$ cat config.mk
export PLATFORM = sky130hd
export DESIGN_NAME = mblk_seq
export DESIGN_NICKNAME = d
export VERILOG_FILES = /design/src/rtl/mblk_pkg.sv /design/src/rtl/mblk_cfg.sv /design/src/rtl/mblk_crc16.sv /design/src/rtl/mblk_counters.sv /design/src/rtl/mblk_seq.sv
export SDC_FILE = /design/constraint.sdc
export NUM_CORES = 1
export LEC_CHECK = 0
export BUFFER_PORTS_ARGS = -buffer_cell sky130_fd_sc_hd__buf_2
export CORE_UTILIZATION = 55
export CTS_CLUSTER_DIAMETER = 150
export DETAILED_ROUTE_END_ITERATION = 8
export PLACE_DENSITY = 0.73
export SLEW_MARGIN = 20
export SYNTH_ARGS = -nofsm -noshare
export SYNTH_HDL_FRONTEND = slang
export SYNTH_SLANG_ARGS = --single-unit
$ cat constraint.sdc
create_clock -name clk -period 3.43 [get_ports clk]
set_input_delay 0.686 -clock clk [delete_from_list [all_inputs] [get_ports clk]]
set_output_delay 0.686 -clock clk [all_outputs]
set_load 0.03 [all_outputs]
$ cat src/rtl/mblk_pkg.sv
package mblk_pkg;

    typedef enum logic [2:0] {
        ST_IDLE,
        ST_DATA,
        ST_CRC_HI,
        ST_CRC_LO,
        ST_TOKEN
    } mblk_state_e;

    localparam logic [2:0]  TOKEN_GOOD = 3'b010;
    localparam logic [15:0] CRC_POLY   = 16'h1021;

    // Fold one byte into the CRC, most significant bit first
    function automatic logic [15:0] crc_fold(input logic [15:0] crc_in, input logic [7:0] b);
        logic [15:0] c;
        logic        fb;
        c = crc_in;
        for (int k = 7; k >= 0; k--) begin
            fb = c[15] ^ b[k];
            c  = {c[14:0], 1'b0};
            if (fb) c = c ^ CRC_POLY;
        end
        return c;
    endfunction

endpackage

$ cat src/rtl/mblk_cfg.sv
module mblk_cfg #(
    parameter int CNT_W = 16,
    parameter int BC_W  = 8,
    parameter int SZ_W  = 4
) (
    input  logic [SZ_W-1:0]  size_exp,
    input  logic [BC_W-1:0]  blk_cnt,
    input  logic [CNT_W-1:0] xfer_cnt,
    output logic [CNT_W-1:0] blk_len,
    output logic             bad
);
    localparam int PW = CNT_W + BC_W + 1;

    logic [PW-1:0] len_w;
    logic [PW-1:0] prod;
    logic          raw;

    always_comb begin
        raw   = (blk_cnt == '0);
        len_w = PW'(1) << size_exp;
        prod  = len_w * (PW'(blk_cnt) + PW'(1));
        if (raw) begin
            blk_len = xfer_cnt;
            bad     = (xfer_cnt == '0);
        end else begin
            blk_len = len_w[CNT_W-1:0];
            bad     = (32'(size_exp) >= CNT_W) || (prod != PW'(xfer_cnt));
        end
    end
endmodule

$ cat src/rtl/mblk_crc16.sv
module mblk_crc16
    import mblk_pkg::*;
(
    input  logic        clk,
    input  logic        rst_n,
    input  logic        clr,
    input  logic        upd,
    input  logic [7:0]  din,
    output logic [15:0] crc
);
    always_ff @(posedge clk or negedge rst_n) begin
        if (!rst_n)   crc <= '0;
        else if (clr) crc <= '0;
        else if (upd) crc <= crc_fold(crc, din);
    end
endmodule

$ cat src/rtl/mblk_counters.sv
module mblk_counters #(
    parameter int CNT_W = 16,
    parameter int BC_W  = 8
) (
    input  logic             clk,
    input  logic             rst_n,
    input  logic             load,
    input  logic [CNT_W-1:0] blk_len,
    input  logic [BC_W-1:0]  last_idx,
    input  logic             byte_step,
    input  logic             blk_step,
    output logic             last_byte,
    output logic             last_blk
);
    logic [CNT_W-1:0] len_q, byte_q;
    logic [BC_W-1:0]  nblk_q, blk_q;

    always_ff @(posedge clk or negedge rst_n) begin
        if (!rst_n) begin
            len_q  <= '0;
            nblk_q <= '0;
            byte_q <= '0;
            blk_q  <= '0;
        end else if (load) begin
            len_q  <= blk_len;
            nblk_q <= last_idx;
            byte_q <= '0;
            blk_q  <= '0;
        end else if (blk_step) begin
            byte_q <= '0;
            blk_q  <= blk_q + 1'b1;
        end else if (byte_step) begin
            byte_q <= byte_q + 1'b1;
        end
    end

    assign last_byte = (byte_q == len_q - 1'b1);
    assign last_blk  = (blk_q == nblk_q);
endmodule

$ cat src/rtl/mblk_seq.sv
module mblk_seq
    import mblk_pkg::*;
#(
    parameter int CNT_W = 16,
    parameter int BC_W  = 8,
    parameter int SZ_W  = 4
) (
    input  logic             clk,
    input  logic             rst_n,
    input  logic             start,
    input  logic             dir_write,
    input  logic             open_ended,
    input  logic [SZ_W-1:0]  size_exp,
    input  logic [BC_W-1:0]  blk_cnt,
    input  logic [CNT_W-1:0] xfer_cnt,
    input  logic             in_valid,
    output logic             in_ready,
    input  logic [7:0]       in_data,
    output logic             out_valid,
    input  logic             out_ready,
    output logic [7:0]       out_data,
    input  logic             tok_valid,
    input  logic [2:0]       tok_code,
    output logic             busy,
    output logic             blk_done,
    output logic             xfer_done,
    output logic             stop_req,
    output logic             cfg_err,
    output logic             crc_err
);
    mblk_state_e state_q, state_d;

    logic [CNT_W-1:0] cfg_len;
    logic             cfg_bad;
    logic             wr_q, open_q;
    logic [7:0]       crc_hi_q;
    logic [15:0]      crc;
    logic             last_byte, last_blk;
    logic             in_hs, out_hs, take_start, go_start;
    logic             blk_ok, blk_fail, rd_match;

    mblk_cfg #(.CNT_W(CNT_W), .BC_W(BC_W), .SZ_W(SZ_W)) u_cfg (
        .size_exp(size_exp), .blk_cnt(blk_cnt), .xfer_cnt(xfer_cnt),
        .blk_len(cfg_len), .bad(cfg_bad)
    );

    assign in_hs      = in_valid && in_ready;
    assign out_hs     = out_valid && out_ready;
    assign take_start = start && (state_q == ST_IDLE);
    assign go_start   = take_start && !cfg_bad;
    assign rd_match   = ({crc_hi_q, in_data} == crc);

    always_comb begin
        blk_ok   = 1'b0;
        blk_fail = 1'b0;
        if (state_q == ST_TOKEN && tok_valid) begin
            blk_ok   = (tok_code == TOKEN_GOOD);
            blk_fail = (tok_code != TOKEN_GOOD);
        end else if (state_q == ST_CRC_LO && !wr_q && in_hs) begin
            blk_ok   = rd_match;
            blk_fail = !rd_match;
        end
    end

    mblk_crc16 u_crc (
        .clk(clk), .rst_n(rst_n),
        .clr(go_start || blk_ok),
        .upd((state_q == ST_DATA) && in_hs),
        .din(in_data), .crc(crc)
    );

    mblk_counters #(.CNT_W(CNT_W), .BC_W(BC_W)) u_cnt (
        .clk(clk), .rst_n(rst_n),
        .load(go_start), .blk_len(cfg_len), .last_idx(blk_cnt),
        .byte_step((state_q == ST_DATA) && in_hs),
        .blk_step(blk_ok),
        .last_byte(last_byte), .last_blk(last_blk)
    );

    // State register
    always_ff @(posedge clk or negedge rst_n) begin
        if (!rst_n) state_q <= ST_IDLE;
        else        state_q <= state_d;
    end

    // Next state
    always_comb begin
        state_d = state_q;
        unique case (state_q)
            ST_IDLE:   if (go_start) state_d = ST_DATA;
            ST_DATA:   if (in_hs && last_byte) state_d = ST_CRC_HI;
            ST_CRC_HI: if (wr_q ? out_hs : in_hs) state_d = ST_CRC_LO;
            ST_CRC_LO: begin
                if (wr_q && out_hs)   state_d = ST_TOKEN;
                else if (blk_fail)    state_d = ST_IDLE;
                else if (blk_ok)      state_d = last_blk ? ST_IDLE : ST_DATA;
            end
            ST_TOKEN: begin
                if (blk_fail)         state_d = ST_IDLE;
                else if (blk_ok)      state_d = last_blk ? ST_IDLE : ST_DATA;
            end
            default:                  state_d = ST_IDLE;
        endcase
    end

    // Stream outputs
    always_comb begin
        in_ready  = 1'b0;
        out_valid = 1'b0;
        out_data  = 8'h00;
        unique case (state_q)
            ST_DATA: begin
                out_valid = in_valid;
                in_ready  = out_ready;
                out_data  = in_data;
            end
            ST_CRC_HI: begin
                out_valid = wr_q;
                in_ready  = !wr_q;
                out_data  = wr_q ? crc[15:8] : 8'h00;
            end
            ST_CRC_LO: begin
                out_valid = wr_q;
                in_ready  = !wr_q;
                out_data  = wr_q ? crc[7:0] : 8'h00;
            end
            default: ;
        endcase
    end

    assign busy = (state_q != ST_IDLE);

    // Latched settings, pulses and flags
    always_ff @(posedge clk or negedge rst_n) begin
        if (!rst_n) begin
            wr_q      <= 1'b0;
            open_q    <= 1'b0;
            crc_hi_q  <= '0;
            blk_done  <= 1'b0;
            xfer_done <= 1'b0;
            stop_req  <= 1'b0;
            cfg_err   <= 1'b0;
            crc_err   <= 1'b0;
        end else begin
            blk_done  <= blk_ok;
            xfer_done <= blk_ok && last_blk;
            stop_req  <= blk_ok && last_blk && open_q;
            if (take_start) begin
                cfg_err <= cfg_bad;
                crc_err <= 1'b0;
                wr_q    <= dir_write;
                open_q  <= open_ended;
            end else if (blk_fail) begin
                crc_err <= 1'b1;
            end
            if (state_q == ST_CRC_HI && !wr_q && in_hs) crc_hi_q <= in_data;
        end
    end
endmodule

* Word level (Yosys, flattened, before mapping)
Cells that the tools add are included.
** Word-level totals
- Flip-flop bits (word level) :: 82
- Logic and storage cells :: 128
- Output and inout port bits :: 16
- Input bits :: 47
** Operators by class
- Shift operators :: 1
- Add/sub/neg operators :: 4
- Equal/unequal tests :: 13
- Reductions and logical operators :: 28
- Multiplexer cells :: 51
- Multipliers :: 1
- Bitwise operators :: 16
** Operators by type and width (count)
- 2-to-1 mux 16 bit :: 20
- 2-to-1 mux 13 bit :: 8
- == test 16 bit :: 2
- 2-to-1 mux 8 bit :: 4
- multiplier 25 x 25 -> 25 bit :: 1
- != test 25 x 16 -> 1 bit :: 1
- left shift 1 x 4 -> 25 bit (first input constant) :: 1
- NOT 3 bit :: 8
- one-hot mux 8 bit (3 select lines) :: 1
- 2-to-1 mux 3 bit :: 6
- adder 16 x 1 -> 16 bit (second input constant) :: 1
- zero test 16 bit :: 1
- subtractor 16 x 1 -> 16 bit (second input constant) :: 1
- one-hot mux 3 bit (5 select lines) :: 1
- logical AND 1 bit :: 14
- adder 8 x 1 -> 9 bit (second input constant) :: 1
- == test 3 x 2 -> 1 bit (second input constant) :: 3
- 2-to-1 mux 1 bit :: 9
- adder 8 x 1 -> 8 bit (second input constant) :: 1
- == test 8 bit :: 1
- zero test 8 bit :: 1
- bitwise XOR 1 bit :: 8
- nonzero test 2 bit :: 3
- nonzero test 3 bit :: 2
- 11 further kinds :: 15

* Longest topological paths before layout
Gate-level depths: netlist (run 1).
- Depth after elaboration :: 37
- Depth in mapped cells :: 26
- Gate-level depth less buffers :: 21

* Cells and area by module
Synthesis (run 1) repeated with hierarchy kept, for this count alone.
** Second synthesis, totals
- Cells, all modules :: 1096
- Area, all modules :: 10156.0 um2
** By module, submodules not included
- mblk_cfg :: cells an instance 631, area an instance 5172.5 um2, instances 1, seq. area each 0.0 um2
- mblk_counters :: cells an instance 258, area an instance 2677.6 um2, instances 1, seq. area each 1201.2 um2
- mblk_seq :: cells an instance 128, area an instance 1262.5 um2, instances 1, seq. area each 450.4 um2
- mblk_crc16 :: cells an instance 79, area an instance 1043.5 um2, instances 1, seq. area each 400.4 um2

* Worst setup path after synthesis (run 1)
Ideal clock, no wire load.
- Kind :: input -> register
- Start :: input port blk_cnt[0]
- End :: register state_q[0]
- Stages :: 22
- Data required time :: 3.346 ns
- Path slack :: -3.668 ns
- Setup time :: 0.084 ns
- Path buffers :: 2
- Data arrival time :: 7.014 ns
- Cell sequence :: clkbuf_1 > inv_1 > nor3_1 > nand3_1 > nor3_1 > xor2_1 > nand2_1 > fa_1 > fa_1 > fa_1 > fa_1 > inv_1 > ha_1 > a21oi_2 > a41oi_1 > a311o_1 > nand4_1 > o211ai_1 > or4_4 > or4_1 > buf_2 > a41oi_2
** Between the ends
- Cells in the longest elaborated chain, start to end :: 8
- Elaborated cells on any way between the ends :: 9
- Those cells by class :: 1 x add/sub; 1 x mul; 2 x eq/ne; 1 x mux; 4 x reduce/logical
** RTL lines
- start: declaration :: RTL line mblk_seq.sv:14 : input logic [BC_W-1:0] blk_cnt,
- adder 8 x 1 -> 9 bit :: RTL line mblk_cfg.sv:21 : prod = len_w * (PW'(blk_cnt) + PW'(1));
- multiplier 25 x 25 -> 25 bit :: RTL line mblk_cfg.sv:21
- != test 25 x 16 -> 1 bit :: RTL line mblk_cfg.sv:27 : bad = (32'(size_exp) >= CNT_W) || (prod != PW'(xfer_cnt));
- 2-to-1 mux 1 bit (*) :: RTL line mblk_cfg.sv:22 : if (raw) begin
- zero test 1 bit (*) :: RTL line mblk_seq.sv:50 : assign go_start = take_start && !cfg_bad;
- logical AND 1 bit (*) :: RTL line mblk_seq.sv:50
- != test 2 bit (no source line) (*)
- AND reduction 3 bit (no source line) (*)
- end signal: assignment :: RTL line mblk_seq.sv:83 : else state_q <= state_d;
- end: declaration :: RTL line mblk_seq.sv:31 : mblk_state_e state_q, state_d;
Every way passes the cells marked *; elsewhere a longest branch is shown, timed or not.
A chain may end at the register's enable or synchronous reset.

* Worst setup path in the final report (run 1)
- Start :: input port blk_cnt[1]
- End :: register u_cnt.len_q[6]
** Between the ends
- Cells in the longest elaborated chain, start to end :: 6
- Elaborated cells on any way between the ends :: 8
- Those cells by class :: 1 x add/sub; 1 x mul; 1 x eq/ne; 2 x mux; 3 x reduce/logical
** RTL lines
- adder 8 x 1 -> 9 bit :: RTL line mblk_cfg.sv:21
- multiplier 25 x 25 -> 25 bit :: RTL line mblk_cfg.sv:21
- != test 25 x 16 -> 1 bit :: RTL line mblk_cfg.sv:27
- 2-to-1 mux 1 bit :: RTL line mblk_cfg.sv:22
- zero test 1 bit :: RTL line mblk_seq.sv:50
- logical AND 1 bit :: RTL line mblk_seq.sv:50
- end signal: assignment :: RTL line mblk_counters.sv:25 : len_q <= blk_len;
- end: declaration :: RTL line mblk_counters.sv:15 : logic [CNT_W-1:0] len_q, byte_q;
Parallel ways exist; a longest one is shown, timed or not.

==> results of run 1 <==
-- area by class of cell --
class,count,share of cell area
Tap cell,260,0.0216
Timing Repair Buffer,340,0.187
Multi-Input combinational cell,1037,0.610
Clock buffer,11,0.0155
Inverter,97,0.0245
Sequential cell,82,0.136
Clock inverter,5,0.00524
-- per-stage QoR --
step | instance area (sq um) | util | setup TNS, ns
floorplan | 11100 | - | -194.21
detailed placement | 13200 | 0.698 | -223.45
global placement | 13200 | 0.698 | -215.86
finish | 15100 | 0.794 | -187.72
global route | 15100 | 0.794 | -200.66
CTS | 14200 | 0.749 | -184.95
-- state kept, by name, summed over array words and instances (netlist names) --
signal / count
u_crc.crc: 16
open_q: 1
xfer_done: 1
u_cnt.nblk_q: 8
u_cnt.len_q: 16
blk_done: 1
wr_q: 1
stop_req: 1
u_cnt.byte_q: 16
state_q: 3
crc_err: 1
u_cnt.blk_q: 8
crc_hi_q: 8
cfg_err: 1
-- how the worst max path moves through the flow --
| stage | startpoint | end | slack [ns] | cells past startpoint |
|---|---|---|---|---|
| 6_report | blk_cnt[1] | u_cnt.len_q[6] | -2.89 | 27 |
| 5_1_grt | blk_cnt[1] | u_crc.crc[11] | -3.09 | 28 |
| 4_1_cts | blk_cnt[4] | u_cnt.byte_q[4] | -2.88 | 26 |
| 3_5_place_dp | blk_cnt[1] | u_crc.crc[3] | -3.46 | 26 |
| 3_3_place_gp | blk_cnt[1] | u_crc.crc[2] | -3.33 | 26 |
| 2_1_floorplan | blk_cnt[0] | u_cnt.nblk_q[5] | -2.99 | 24 |
-- where the power goes --
group          internal, mW  total [mW]  switching [mW]
Sequential             1.18        1.48           0.302
Clock                 0.637        1.03           0.393
Combinational          1.17        2.60            1.43
-- kinds of logic after synthesis --
group                    count (synthesis)  synth area share
AO/OA/AOI/OAI                          178             0.115
XOR/XNOR                               130             0.105
adder cells (fa/ha/maj)                149             0.242
buffers and inverters                  166            0.0589
flip-flops                              82             0.190
multiplexers                            47            0.0449
AND/OR/NAND/NOR                        533             0.244
-- cells in the final DEF, fill, tap and decap left out, types with 16 or more instances in the layout --
master | Yosys | final
nand2_1 | 162 | 150
a31o_2 | 20 | 20
mux2i_1 | 36 | 36
ha_1 | 50 | 33
nand4_1 | 20 | 20
fa_1 | 99 | 90
buf_6 | 0 | 23
xnor2_1 | 70 | 63
nand3_1 | 30 | 25
a21oi_1 | 49 | 41
dfrtp_1 | 82 | 82
nor2_1 | 122 | 103
nor3_2 | 0 | 18
buf_2 | 9 | 58
inv_1 | 97 | 88
or3_1 | 28 | 27
buf_12 | 0 | 16
buf_4 | 0 | 234
nor4_1 | 32 | 25
nor3_1 | 56 | 31
xor2_1 | 60 | 58
-- what timing repair did --
| action | CTS | global route |
|---|---|---|
| gates resized for setup | 77 | 142 |
| pin swaps | 31 | 57 |
| endpoints found under the setup margin | 66 | 66 |
| gates cloned | 7 | 1 |
| setup buffers | 23 | 23 |
-- per-layer routing --
metal,vias to the layer above,part of all wire
met2,563,0.47
met1,5470,0.41
met3,80,0.092
met4,0,0.026
met5,-,0
li1,5004,-
-- critical path: cells and delay by family --
family,cells,cell delay (ns)
fa+ha+maj,5,2.26
simple gates,7,1.36
buf+inv,9,1.04
compound gates,5,0.95
xor+xnor,1,0.23
==> results.cfg, run 1 <==
[outcome]
status = complete, but fails checks
violations = setup timing

[sta]
finalCriticalPeriod_ns = 6.32
relSlewSlack = 0.464
finalSetupViolCount = 66
hold_violations = 0
timing.fmax_mhz = 158
tightest_slew_ns = 0.802
slew_violations = 0
clock-skew-final_ns = 0.00703
finalCritPeriodShare = 1.84
setup_slack_ns = -2.89
timing.hold.ws_ns = 0.374
rsz0062_at_grt = true

[yosys]
yosys.area.top_type = dfrtp_1
synth_top_area_share = 0.190
synth_async_sr_flop_share = 1.00
synthTopCellsByCount = nand2_1 (162), nor2_1 (122), fa_1 (99), inv_1 (97), dfrtp_1 (82)
ys_seq_area_frac = 0.190
synthFlopType = dfrtp_1
yosys.cell_types.count = 69
synth-edff-count = 0
ys_ff_latch = 82
syn_area_sq_um = 10800
syn_nets = 1481
yosys_warnings = 0
yosysMostFrequentCell = nand2_1
yosys-top-cells-area = dfrtp_1 (19%), fa_1 (18%), ha_1 (5.8%)
synthCells = 1285
postSynthAreaPerCell_sq_um = 8.40

[routing]
routed-via-count = 11117
drtAntennaViolNets = 0
first_pass_iters = 6
drc = 0
wire_per_inst_microns = 19.8
drt_iter0_drc = 1005
vias_per_cell = 6.07
drt_wl_total_microns = 36300

[global_routing]
grt.total_usage = 0.353
use_met3 = 0.0730
grt_overflow_total = 0
grt_use_met1 = 0.490
grt_pass1_wl_microns = 55300
grt_max_degree = 83
grt_pass1_vias = 10869
grt-busiest-layer = met2
grt_util_met2 = 0.551
antenna_found_initial = 0

[floorplanning]
start_util = 0.570
die_area_sq_um = 20200
core_sq_um = 19000
rows = 50
ios = 63
die_h_microns = 142
die_w_microns = 142

[min_path]
hp-class = primary input to async pin

[place]
pre_cts_ws_ns = -3.46
dpl.hpwl_microns = 26000
io_buffers = 62
place.gp.congestion = 1.02
dp_cells = 1766

[cts]
clkSinkCount = 82
holdBufCountCts = 0
clkTransAtPathRegs_ns = 0.06
h-tree-depth = 3
cts_tree = yes
clockBufferDepth = 2
clk_latency_ns = 0.34
cts_made_buffers = 9
root_buffer = clkbuf_16

[setup_path]
crit_required_ns = 3.65
critical_path_class = primary input to flip-flop
end_kind = flip-flop
r2r_start = u_cnt.len_q[1]
crit_path_frequent_cell = fa_1
rrSetupSlack_ns = 0.20
worstPathArrival_ns = 6.54
r2r_cells = 11
r2r_end = state_q[0]
max_stage_delay_ns = 0.56
crit_fanout = 5
cp-start-kind = primary input
crit_slowest_cell = fa_1

[cells_and_area]
fin_nets = 1763
area_growth_pct = 39.5
layout-drive-gt1-share = 0.360
antenna_cells = 0
fillers = 1271
layoutNonFillerInstCount = 1832
multi_input_area_sq_um = 9190
final-seq-area_sq_um = 2050

[power_and_ir_drop]
p_per_area_nw_per_um2 = 340
p_leak_nw = 6.35
ir_drop_mv = 0.571
finalPower_mw = 5.12

[run]
cap_violations = 0
No activity file was read; power rests on OpenSTA's default activity.
==> run 2: changes to the inputs <==
==> constraint.sdc (replaced) <==
create_clock -name clk -period 6.58 [get_ports clk]
set_input_delay 1.316 -clock clk [delete_from_list [all_inputs] [get_ports clk]]
set_output_delay 1.316 -clock clk [all_outputs]
set_load 0.03 [all_outputs]
==> run 2 against run 1 <==
Final area is 1.9% lower. Critical path depth grew 1. Hold slack better by 0.12 ns. The run still ends with setup timing left. Largest power group unchanged. Combinational power decreased by 50%. Register-to-register slack better by 2.6 ns. Non-clock buffer count fell by 25. Utilization fell by 1.5 points. Count of clock-buffer cells in the layout is 2 lower. Critical path type unchanged.
==> results.cfg, run 2 (synthesized netlist as in run 1, its figures left out) <==
[outcome]
status = complete, but fails checks
violations = setup timing

[global_routing]
grt_pass1_vias = 10759
grt_max_degree = 83
grt_pass1_wl_microns = 54600
antenna_found_initial = 0
grt_overflow_total = 0
grt.total_usage = 0.345

[sta]
timing.fmax_mhz = 142
clock-skew-final_ns = 0.00432
relSlewSlack = 0.190
rsz0062_at_grt = true
hold_violations = 0
setup_slack_ns = -0.467
timing.hold.ws_ns = 0.497
finalSetupViolCount = 66
tightest_slew_ns = 1.21
finalCritPeriodShare = 1.07
slew_violations = 0
finalCriticalPeriod_ns = 7.05

[cts]
clk_latency_ns = 0.33
root_buffer = clkbuf_16
cts_made_buffers = 9
h-tree-depth = 3
cts_tree = yes
clkSinkCount = 82
clkTransAtPathRegs_ns = 0.06
clockBufferDepth = 2
holdBufCountCts = 0

[setup_path]
end_kind = flip-flop
cp-start-kind = primary input
crit_slowest_cell = fa_1
critical_path_class = primary input to flip-flop
crit_fanout = 9
worstPathArrival_ns = 7.26
max_stage_delay_ns = 0.49
crit_required_ns = 6.79
crit_path_frequent_cell = inv_1

[routing]
first_pass_iters = 5
drc = 0
drtAntennaViolNets = 0
wire_per_inst_microns = 19.8
routed-via-count = 11041
drt_wl_total_microns = 35800
drt_iter0_drc = 935
vias_per_cell = 6.11

[cells_and_area]
finalInstanceArea_sq_um = 14800
fin_nets = 1739
layout-drive-gt1-share = 0.340
area_growth_pct = 36.8
layout_commonest_cell = buf_4
antenna_cells = 0
top_regs = u_cnt.byte_q: 16 flops, u_cnt.len_q: 16 flops, u_crc.crc: 16 flops
layout_common_cells = buf_4 (214), nand2_1 (148), nor2_1 (111)

[power_and_ir_drop]
ir_drop_mv = 0.284
finalPower_mw = 2.68
p_leak_nw = 6.25
p_per_area_nw_per_um2 = 182

[floorplanning]
rows = 50
start_util = 0.570
die_area_sq_um = 20200
ios = 63
core_sq_um = 19000
die_w_microns = 142
die_h_microns = 142

[run]
cap_violations = 0

[place]
place.gp.congestion = 0.938
dpl.hpwl_microns = 25600
io_buffers = 62
placed_cell_area_sq_um = 13000

[min_path]
hp-class = flip-flop to flip-flop
==> run 2: per-layer routing <==
metal / global-route usage / wire length [microns] / vias to the layer above
met3: 0.0501 / 3200 / 101
li1: - / - / 4928
met1: 0.483 / 14900 / 5455
met4: 0.0905 / 928 / 0
met5: 0 / 0 / -
met2: 0.557 / 16700 / 557
==> run 2: timing repair <==
item                                    CTS  global route
endpoints found under the setup margin   66            66
endpoints found under the hold margin     0             0
cloned                                    6             3
pin swaps                                52            40
buffers inserted                         30            18
gates resized for setup                 104            99
==> run 2: area by class of cell <==
type                            instances  area (sq um)
Multi-Input combinational cell       1038          9110
Fill cell                            1238          4190
Timing Repair Buffer                  315          2570
Sequential cell                        82          2050
Inverter                               97           369
Tap cell                              260           325
Clock buffer                            9           225
Clock inverter                          7           116
==> run 2: path summary, 6_finish.rpt <==
check                            start  slack, ns         endpoint  depth (start not counted)
max                        size_exp[0]      -0.47   u_cnt.len_q[8]                         28
min                             open_q       0.50         stop_req                          1
max reg2reg                 state_q[0]       2.76  u_cnt.byte_q[2]                         12
min reg2reg                     open_q       0.50         stop_req                          1
max in group asynchronous        rst_n       5.02  u_cnt.len_q[10]                          1
min in group asynchronous        rst_n       1.00      crc_hi_q[4]                          1
==> run 2: metrics by stage <==
| stage | cells | setup TNS [ns] | utilization | setup slack (ns) |
|---|---|---|---|---|
| 2_1_floorplan | 1285 | -27.89 | - | -0.470 |
| 3_3_place_gp | 1742 | -50.37 | 0.686 | -0.836 |
| 3_5_place_dp | 1742 | -58.04 | 0.686 | -0.955 |
| 4_1_cts | 1794 | -16.40 | 0.750 | -0.308 |
| 5_1_grt | 1808 | -35.54 | 0.779 | -0.625 |
| 6_report | 1808 | -23.32 | 0.779 | -0.467 |
==> run 2: power breakdown <==
part	switching, mW	internal [mW]	total, mW	leakage (nW)
Clock	0.208	0.371	0.578	0.166
Sequential	0.186	0.616	0.802	0.981
Combinational	0.701	0.600	1.30	5.10
Total	1.09	1.59	2.68	6.25
==> run 2: critical path: cells and delay by family <==
kind / cells / cell delay, ns
compound gates: 5 / 1.03
simple gates: 6 / 1.49
fa+ha+maj: 6 / 2.03
buf+inv: 11 / 1.39
